$ cat config.mk
export PLATFORM = sky130hd
export DESIGN_NAME = spi_burst_regbank
export DESIGN_NICKNAME = d
export VERILOG_FILES = /design/src/rtl/spi_rb_pkg.sv /design/src/rtl/spi_rb_sync.sv /design/src/rtl/spi_rb_engine.sv /design/src/rtl/spi_rb_regfile.sv /design/src/rtl/spi_burst_regbank.sv
export SDC_FILE = /design/constraint.sdc
export NUM_CORES = 1
export LEC_CHECK = 0
export BUFFER_PORTS_ARGS = -buffer_cell sky130_fd_sc_hd__buf_2
export CORE_MARGIN = 2
export CORE_UTILIZATION = 30
export CTS_BUF_LIST = sky130_fd_sc_hd__clkbuf_4
export DETAILED_ROUTE_END_ITERATION = 10
export SLEW_MARGIN = 20
export SYNTH_ARGS = -nofsm -noshare
export SYNTH_HDL_FRONTEND = slang
export SYNTH_SLANG_ARGS = --single-unit
$ cat constraint.sdc
create_clock -name clk -period 6.3 [get_ports clk]
set_input_delay 1.26 -clock clk [delete_from_list [all_inputs] [get_ports clk]]
set_output_delay 1.26 -clock clk [all_outputs]
set_load 0.01 [all_outputs]
$ cat src/rtl/spi_rb_pkg.sv
package spi_rb_pkg;

  // Frame position inside a selected transaction
  typedef enum logic {
    PH_CMD  = 1'b0,
    PH_DATA = 1'b1
  } phase_t;

  function automatic int max_int(input int a, input int b);
    return (a > b) ? a : b;
  endfunction

endpackage

$ cat src/rtl/spi_rb_sync.sv
module spi_rb_sync #(
  parameter int              WIDTH   = 3,
  parameter int              STAGES  = 2,
  parameter logic [WIDTH-1:0] RST_VAL = '0
) (
  input  logic             clk,
  input  logic             rst_n,
  input  logic [WIDTH-1:0] async_in,
  output logic [WIDTH-1:0] sync_out
);

  logic [WIDTH-1:0] chain_q [STAGES];

  genvar g;
  generate
    for (g = 0; g < STAGES; g++) begin : g_stage
      logic [WIDTH-1:0] stage_d;
      if (g == 0) begin : g_first
        assign stage_d = async_in;
      end else begin : g_rest
        assign stage_d = chain_q[g-1];
      end
      always_ff @(posedge clk or negedge rst_n) begin
        if (!rst_n) begin
          chain_q[g] <= RST_VAL;
        end else begin
          chain_q[g] <= stage_d;
        end
      end
    end
  endgenerate

  assign sync_out = chain_q[STAGES-1];

endmodule

$ cat src/rtl/spi_rb_engine.sv
module spi_rb_engine
  import spi_rb_pkg::*;
#(
  parameter int ADDR_W = 7,
  parameter int DATA_W = 8
) (
  input  logic              clk,
  input  logic              rst_n,
  input  logic              sclk_s,
  input  logic              sdi_s,
  input  logic              sel_n_s,
  output logic              sclk_rise,
  output logic              sclk_fall,
  output logic [ADDR_W-1:0] reg_addr,
  output logic [DATA_W-1:0] reg_wdata,
  output logic              reg_we,
  input  logic [DATA_W-1:0] reg_rdata,
  output logic              sdo
);

  localparam int FRAME_W = 1 + ADDR_W;
  localparam int SH_W    = max_int(FRAME_W, DATA_W);
  localparam int CNT_W   = $clog2(SH_W);
  localparam logic [CNT_W-1:0] CMD_LAST  = CNT_W'(FRAME_W - 1);
  localparam logic [CNT_W-1:0] DATA_LAST = CNT_W'(DATA_W - 1);

  // registers
  logic              sclk_q;
  phase_t            phase_q, phase_d;
  logic [CNT_W-1:0]  cnt_q, cnt_d;
  logic [SH_W-1:0]   shift_q, shift_d;
  logic              dir_wr_q, dir_wr_d;
  logic [ADDR_W-1:0] addr_q, addr_d;
  logic [DATA_W-1:0] tx_q, tx_d;
  logic              load_q, load_d;
  logic              sdo_q, sdo_d;

  // decode
  logic              active;
  logic [SH_W-1:0]   shift_in;
  logic              last_bit;
  logic              unit_done;
  logic              cmd_done;
  logic              data_done;

  assign active    = ~sel_n_s;
  assign sclk_rise = sclk_s & ~sclk_q;
  assign sclk_fall = ~sclk_s & sclk_q;
  assign shift_in  = {shift_q[SH_W-2:0], sdi_s};
  assign last_bit  = (phase_q == PH_CMD) ? (cnt_q == CMD_LAST) : (cnt_q == DATA_LAST);
  assign unit_done = active & sclk_rise & last_bit;
  assign cmd_done  = unit_done & (phase_q == PH_CMD);
  assign data_done = unit_done & (phase_q == PH_DATA);

  always_comb begin
    phase_d  = phase_q;
    cnt_d    = cnt_q;
    shift_d  = shift_q;
    dir_wr_d = dir_wr_q;
    addr_d   = addr_q;
    tx_d     = tx_q;
    load_d   = load_q;
    sdo_d    = sdo_q;
    if (!active) begin
      phase_d = PH_CMD;
      cnt_d   = '0;
      load_d  = 1'b0;
      sdo_d   = 1'b0;
    end else if (sclk_rise) begin
      shift_d = shift_in;
      cnt_d   = last_bit ? '0 : cnt_q + 1'b1;
      if (cmd_done) begin
        dir_wr_d = shift_in[FRAME_W-1];
        addr_d   = shift_in[ADDR_W-1:0];
        phase_d  = PH_DATA;
        load_d   = ~shift_in[FRAME_W-1];
      end else if (data_done) begin
        addr_d = addr_q + 1'b1;
        load_d = ~dir_wr_q;
      end
    end else if (sclk_fall) begin
      if (load_q) begin
        sdo_d  = reg_rdata[DATA_W-1];
        tx_d   = {reg_rdata[DATA_W-2:0], 1'b0};
        load_d = 1'b0;
      end else if ((phase_q == PH_DATA) && !dir_wr_q) begin
        sdo_d = tx_q[DATA_W-1];
        tx_d  = {tx_q[DATA_W-2:0], 1'b0};
      end else begin
        sdo_d = 1'b0;
      end
    end
  end

  always_ff @(posedge clk or negedge rst_n) begin
    if (!rst_n) begin
      sclk_q   <= 1'b0;
      phase_q  <= PH_CMD;
      cnt_q    <= '0;
      shift_q  <= '0;
      dir_wr_q <= 1'b0;
      addr_q   <= '0;
      tx_q     <= '0;
      load_q   <= 1'b0;
      sdo_q    <= 1'b0;
    end else begin
      sclk_q   <= sclk_s;
      phase_q  <= phase_d;
      cnt_q    <= cnt_d;
      shift_q  <= shift_d;
      dir_wr_q <= dir_wr_d;
      addr_q   <= addr_d;
      tx_q     <= tx_d;
      load_q   <= load_d;
      sdo_q    <= sdo_d;
    end
  end

  assign reg_addr  = addr_q;
  assign reg_wdata = shift_in[DATA_W-1:0];
  assign reg_we    = data_done & dir_wr_q;
  assign sdo       = sdo_q;

endmodule

$ cat src/rtl/spi_rb_regfile.sv
module spi_rb_regfile #(
  parameter int ADDR_W = 7,
  parameter int DATA_W = 8
) (
  input  logic              clk,
  input  logic              rst_n,
  input  logic [ADDR_W-1:0] addr,
  input  logic [DATA_W-1:0] wdata,
  input  logic              we,
  output logic [DATA_W-1:0] rdata
);

  localparam int DEPTH = 1 << ADDR_W;

  logic [DATA_W-1:0] mem_q [DEPTH];

  genvar g;
  generate
    for (g = 0; g < DEPTH; g++) begin : g_reg
      logic hit;
      assign hit = we && (addr == ADDR_W'(g));
      always_ff @(posedge clk or negedge rst_n) begin
        if (!rst_n) begin
          mem_q[g] <= '0;
        end else if (hit) begin
          mem_q[g] <= wdata;
        end
      end
    end
  endgenerate

  assign rdata = mem_q[addr];

endmodule

$ cat src/rtl/spi_burst_regbank.sv
module spi_burst_regbank #(
  parameter int ADDR_W      = 7,
  parameter int DATA_W      = 8,
  parameter int SYNC_STAGES = 2
) (
  input  logic              clk,
  input  logic              rst_n,
  input  logic              sclk,
  input  logic              sdi,
  input  logic              sel_n,
  output logic              sdo,
  output logic [ADDR_W-1:0] reg_addr,
  output logic [DATA_W-1:0] reg_wdata,
  output logic              reg_we,
  output logic [DATA_W-1:0] reg_rdata
);

  logic [2:0] pins_s;
  logic       sclk_s;
  logic       sdi_s;
  logic       sel_n_s;
  logic       sclk_rise;
  logic       sclk_fall;

  spi_rb_sync #(
    .WIDTH  (3),
    .STAGES (SYNC_STAGES),
    .RST_VAL(3'b100)
  ) u_sync (
    .clk     (clk),
    .rst_n   (rst_n),
    .async_in({sel_n, sdi, sclk}),
    .sync_out(pins_s)
  );

  assign sel_n_s = pins_s[2];
  assign sdi_s   = pins_s[1];
  assign sclk_s  = pins_s[0];

  spi_rb_engine #(
    .ADDR_W(ADDR_W),
    .DATA_W(DATA_W)
  ) u_engine (
    .clk      (clk),
    .rst_n    (rst_n),
    .sclk_s   (sclk_s),
    .sdi_s    (sdi_s),
    .sel_n_s  (sel_n_s),
    .sclk_rise(sclk_rise),
    .sclk_fall(sclk_fall),
    .reg_addr (reg_addr),
    .reg_wdata(reg_wdata),
    .reg_we   (reg_we),
    .reg_rdata(reg_rdata),
    .sdo      (sdo)
  );

  spi_rb_regfile #(
    .ADDR_W(ADDR_W),
    .DATA_W(DATA_W)
  ) u_regs (
    .clk  (clk),
    .rst_n(rst_n),
    .addr (reg_addr),
    .wdata(reg_wdata),
    .we   (reg_we),
    .rdata(reg_rdata)
  );

endmodule

# Word level (Yosys, flattened, before mapping)
# Index checks and enable logic that the tools add are counted.
# word_totals
ff_bits,1060
latch_bits,0
mem_bits_rw,0
romBits,0
inputBits,5
out_inout_bits,25
elab_cells,454
memories,0
# op_classes
n_addsub,2
multipliers,0
div,0
magnitude_cmp,1
n_eq_ne,130
shift,0
n_mux,23
bitwise_logic,15
n_reduce_logical,144
# ops
operator,n
"7-bit == test, second input constant",64
"7-bit by 6-bit == test with 1-bit output, second input constant",32
1-bit logical AND,129
"7-bit by 5-bit == test with 1-bit output, second input constant",16
8-bit binary-select mux with 7-bit select,1
"7-bit by 4-bit == test with 1-bit output, second input constant",8
8-bit two-way mux,4
"7-bit by 3-bit == test with 1-bit output, second input constant",4
"7-bit by 2-bit == test with 1-bit output, second input constant",2
7-bit two-way mux,2
1-bit two-way mux,13
2-bit nonzero test,5
3-bit two-way mux,3
"8-bit greater-or-equal comparator, second input constant",1
7-bit NOT with 8-bit output,1
2-bit AND reduction,4
"7-bit by 1-bit adder with 7-bit output, second input constant",1
1-bit bitwise AND,7
"7-bit by 1-bit == test with 1-bit output, second input constant",1
7-bit logical NOT,1
1-bit NOT,7
3-bit AND reduction,2
"4-bit inequality test, second input constant",1
4-bit AND reduction,1
5 further kinds,5

# Longest topological paths before layout
# depth
depth_word,9
ltp_mapped,13

# Modules after synthesis
# Synthesis repeated with hierarchy kept, for this count alone.
# unflattened
cells_unflattened,3224
area_unflattened_um2,48806.8
# by_module_without_submodules
module,n_inst,cells_each,area_per_inst_um2,seq_area_each_um2
spi_rb_regfile,1,3086,47217.8,25624.6
spi_rb_engine,1,132,1436.4,725.7
spi_rb_sync,1,6,152.6,152.6

# Least setup slack after synthesis
# No wires, ideal clock.
# synth_timing
path_type,register to output
startpoint,"register u_engine.addr_q[1], in the netlist u_engine.reg_addr[1]"
endpoint,output reg_rdata[2]
t_arrival_ns,2.307
required_ns,5.040
slack_ns,2.733
stages_incl_launch_ff,8
path_cell_list,dfrtp_1 buf_6 buf_6 buf_4 mux4_2 a221o_1 nor4_1 nor2_1
# synth_via
elab_chain_cells,4
# synth_rtl
item,line,source
from (decl),spi_rb_engine.sv:33,"logic [ADDR_W-1:0] addr_q, addr_d;"
from (signal assigned),spi_rb_engine.sv:112,addr_q <= addr_d;
7-bit NOT with 8-bit output (not written as such),spi_rb_regfile.sv:32,assign rdata = mem_q[addr];
8-bit binary-select mux with 7-bit select,spi_rb_regfile.sv:32,
8-bit two-way mux (not written as such) (2 in a row),spi_rb_regfile.sv:32,
to (decl),spi_burst_regbank.sv:15,output logic [DATA_W-1:0] reg_rdata
# No other way between the ends. The select of a mux whose other input is x is not followed.

# Final worst setup path
# layout_timing
startpoint,"register u_engine.addr_q[1], in the netlist u_engine.reg_addr[1]"
endpoint,output reg_rdata[0]
# The elaborated chain is that of the path after synthesis.

==> flow_summary_export.csv <==
group,metric,value,unit
status,status,"complete, but fails checks",
status,failing_checks,"design-rule violations",
yosys,synth_seq_area_share,0.526,
grt,largest_net_degree_at_the_start_of_global_routing,142,
sta,timing.final.crit_period,6120,ps
cells_and_area,areaGrowthSynthToFinish,12.0,%
flow_run,max_cap_violations,0,
grt,via_count_of_the_first_global_routing_pass,31100,
critical_path,setup.worst_path.start_class,"flop",
yosys,synth-edff-count,0,
pwr,pleak,26.5,nW
critical_path,crit_required,5040,ps
detailed_routing,drt-wirelength-per-cell,24.2,um
cells_and_area,mostFrequentLayoutCell,"sky130_fd_sc_hd__dfrtp_1",
yosys,synth_fp_nets,3234,
clock_tree,cts-root-to-sink-buffers,4,
cells_and_area,sequential_cell_area,26500,sq um
grt,antenna_found_initial,2,
cells_and_area,n_fill_cell,16100,
grt,global_route_total_overflow,0,
detailed_routing,antenna_left,0,
die,floorplan.die.height,414,um
yosys,synth.area.mux_share,0.372,
cells_and_area,drive_gt1_frac,0.555,
detailed_routing,firstDrtPassIters,10,
sta,setup_failing_eps_final,0,
sta,timing.max_slew.rel_slack,0.244,
sta,timing.final.hold_violations,0,
yosys,netlist_instances,3223,
clock_tree,numCtsBuffers,306,
clock_tree,htreeDepth,5,
sta,max_slew.worst_pin.slew,1130,ps
yosys,synth_top_family_by_area,"multiplexers",
detailed_routing,via_count,29600,
detailed_routing,drtIter0Drc,2239,
yosys,synth.distinct_cells,65,
detailed_routing,remaining_drc_errors,1,
clock_tree,clk_transition_reported_paths,60,ps
sta,max_freq,163,MHz
yosys,post_synth_xor_area_fraction,0,
grt,grt_use_total,0.164,
yosys,avgSynthCellArea,15.6,sq um
cells_and_area,multiInputGateArea,22500,sq um
cells_and_area,design.final.nets,3408,
clock_tree,clock_tree.root_cell,"sky130_fd_sc_hd__clkbuf_4",
yosys,synth-compound-area-share,0.0253,
yosys,ys_dominant_reg_cell,"sky130_fd_sc_hd__dfrtp_1",
critical_path,end_kind,"output pin",
yosys,synth_fa_ha_area_frac,0.00149,
clock_tree,cts.sink_count,1059,
place,gp_congestion,0.826,
critical_path,path_max_fanout,70,
place,dp_hpwl,87.3,mm
sta,min_period_over_period,0.972,
min_path,classification_of_the_worst_slack_hold_path,"in2async",
yosys,synth_simple_gate_area_frac,0.0468,
yosys,synth_async_sr_flop_share,1.00,
place,placedCellCount,5292,
yosys,mappedNetlistArea,50400,sq um
detailed_routing,detail_route.vias_per_cell,5.12,
clock_tree,clkLatencyLatePin,1210,ps
pwr,cellPowerDensity,252,nW/um^2
grt,grt_pass1_wl,211,mm
place,numPortBuffers,29,
die,ios,30,
sta,clock-skew-final,88.2,ps
clock_tree,cts.hold.buffers_added,0,
critical_path,timing_worst_setup_path_type,"reg2out",
sta,totalNegativeSetupSlack,0,ps
cells_and_area,final_cell_mix,"sky130_fd_sc_hd__dfrtp_1 (1044), sky130_fd_sc_hd__mux2_2 (794), sky130_fd_sc_hd__clkbuf_4 (454), sky130_fd_sc_hd__mux4_2 (232), sky130_fd_sc_hd__mux2_4 (231)",
cells_and_area,post-route-util,0.338,
die,std_cell_rows,150,
cells_and_area,instances_no_fill,5788,
sta,drv_slew,0,
sta,rsz0062_at_grt,"no",
die,core_area,167000,sq um
critical_path,cp_data_arrival_time,4860,ps
clock_tree,cts_tree,"done",
yosys,synth_seq_cells,1059,
die,die_w,414,um
yosys,yosysWarningCount,0,
die,area_enclosed_by_the_die_boundary,171000,sq um
die,floorplan.initialDensity,0.302,
detailed_routing,wirelength,140,mm
pwr,power.ir.vdd_worst,176,uV
==> worst paths after layout <==
kind                                              startpoint                            to  slack [ps]  cells past startpoint
worst max-delay path                    u_engine.reg_addr[1]                  reg_rdata[0]         180                      7
worst min-delay path                                   rst_n             u_regs.mem_q[973]         120                      1
worst max register to register          u_engine.reg_addr[0]              u_regs.mem_q[21]        1580                      6
worst min register to register  u_sync.g_stage[1].stage_d[0]            u_sync.sync_out[0]         350                      0
max in group asynchronous                              rst_n             u_regs.mem_q[571]        4710                      2
min in group clk                                       sel_n  u_sync.g_stage[1].stage_d[2]         160                      1
==> power breakdown <==
group	internal (W)	switching, W
clock network	0.00333	0.00286
logic	0.000130	0.000836
registers	0.00683	0.000243
total	0.0103	0.00394
==> final cells by class <==
type / count / area share
Antenna cell: 5 / 0.000222
Multi-Input combinational cell: 1907 / 0.398
Tap cell: 2204 / 0.0489
Inverter: 5 / 0.000421
Timing Repair Buffer: 118 / 0.0178
Sequential cell: 1059 / 0.471
Clock buffer: 454 / 0.0604
Clock inverter: 36 / 0.00337
==> state kept, by name (all words and copies together), names as in the netlist, 3 cells and up <==
register                cells
u_regs.mem_q             1024
u_engine.reg_addr           7
u_engine.shift_q            7
u_engine.tx_q               7
u_engine.cnt_q              3
u_sync.g_stage.stage_d      3
u_sync.sync_out             3
==> cell usage after synthesis (6+ instances only) <==
cell type                     n  area share
sky130_fd_sc_hd__a21oi_1     36      0.0036
sky130_fd_sc_hd__a221oi_1     6      0.0010
sky130_fd_sc_hd__a22oi_1     54      0.0081
sky130_fd_sc_hd__a31oi_1     14      0.0017
sky130_fd_sc_hd__a32oi_1      8      0.0014
sky130_fd_sc_hd__and2_0       9      0.0011
sky130_fd_sc_hd__and2_1       6     0.00075
sky130_fd_sc_hd__and3_1       9      0.0011
sky130_fd_sc_hd__buf_1        6     0.00045
sky130_fd_sc_hd__buf_2       51      0.0051
sky130_fd_sc_hd__buf_4       19      0.0028
sky130_fd_sc_hd__buf_6       24      0.0054
sky130_fd_sc_hd__clkbuf_1   143       0.011
sky130_fd_sc_hd__dfrtp_1   1057        0.53
sky130_fd_sc_hd__ha_1         6      0.0015
sky130_fd_sc_hd__mux2_1       9      0.0020
sky130_fd_sc_hd__mux2_2     794        0.18
sky130_fd_sc_hd__mux2_4     231       0.069
sky130_fd_sc_hd__mux2i_1    100       0.020
sky130_fd_sc_hd__mux4_2     232        0.10
sky130_fd_sc_hd__nand2_1    105      0.0078
sky130_fd_sc_hd__nand2_8     30       0.012
sky130_fd_sc_hd__nand2b_1     7     0.00087
sky130_fd_sc_hd__nand3_1     22      0.0022
sky130_fd_sc_hd__nand3_2     12      0.0024
sky130_fd_sc_hd__nor2_1      31      0.0023
sky130_fd_sc_hd__nor2_2      79      0.0098
sky130_fd_sc_hd__nor2b_1     13      0.0016
sky130_fd_sc_hd__o21ai_0     16      0.0016
sky130_fd_sc_hd__o22ai_1      8     0.00099
sky130_fd_sc_hd__o31ai_1      9      0.0013
==> timing repair <==
item                                    4_1_cts  5_1_grt
gates resized for setup                       2        0
endpoints found under the setup margin        6        0
buffers inserted                              1        0
==> layer usage <==
layer / vias up / track usage / part of all wire
met4: 0 / 0.0611 / 0.031
met1: 15900 / 0.228 / 0.45
met5: - / 0 / 0
met2: 960 / 0.251 / 0.46
li1: 12500 / - / -
met3: 274 / 0.0371 / 0.060
==> cell families (layout without fill, tap and decap cells) <==
family	count (synthesis)	in the layout
multiplexers	1366	1366
flip-flops	1059	1059
AND/OR/NAND/NOR	353	353
buffers and inverters	257	613
AO/OA/AOI/OAI	182	182
adder cells (fa/ha/maj)	6	6
other	0	5
==> through the flow <==
step / worst slack (ps) / hold WS [ps] / power (W) / area [sq um]
2_1_floorplan: 2730 / 331 / 0.00756 / 50400
3_3_place_gp: 1040 / 337 / 0.00818 / 52700
3_5_place_dp: 1080 / 336 / 0.00818 / 52800
4_1_cts: 50.6 / 11.9 / 0.0144 / 56400
5_1_grt: 70.4 / 69.9 / 0.0149 / 56400
6_report: 178 / 116 / 0.0142 / 56400
==> worst max-delay path: stages (launching register included) <==
cell and delay [ps]:
sky130_fd_sc_hd__dfrtp_4 890, sky130_fd_sc_hd__buf_12 530, sky130_fd_sc_hd__mux4_2 590, sky130_fd_sc_hd__a22oi_1 350, sky130_fd_sc_hd__a21boi_0 140, sky130_fd_sc_hd__o21ai_0 440, sky130_fd_sc_hd__a32oi_1 400, sky130_fd_sc_hd__buf_2 260
Power figures use the tool's default switching activity.
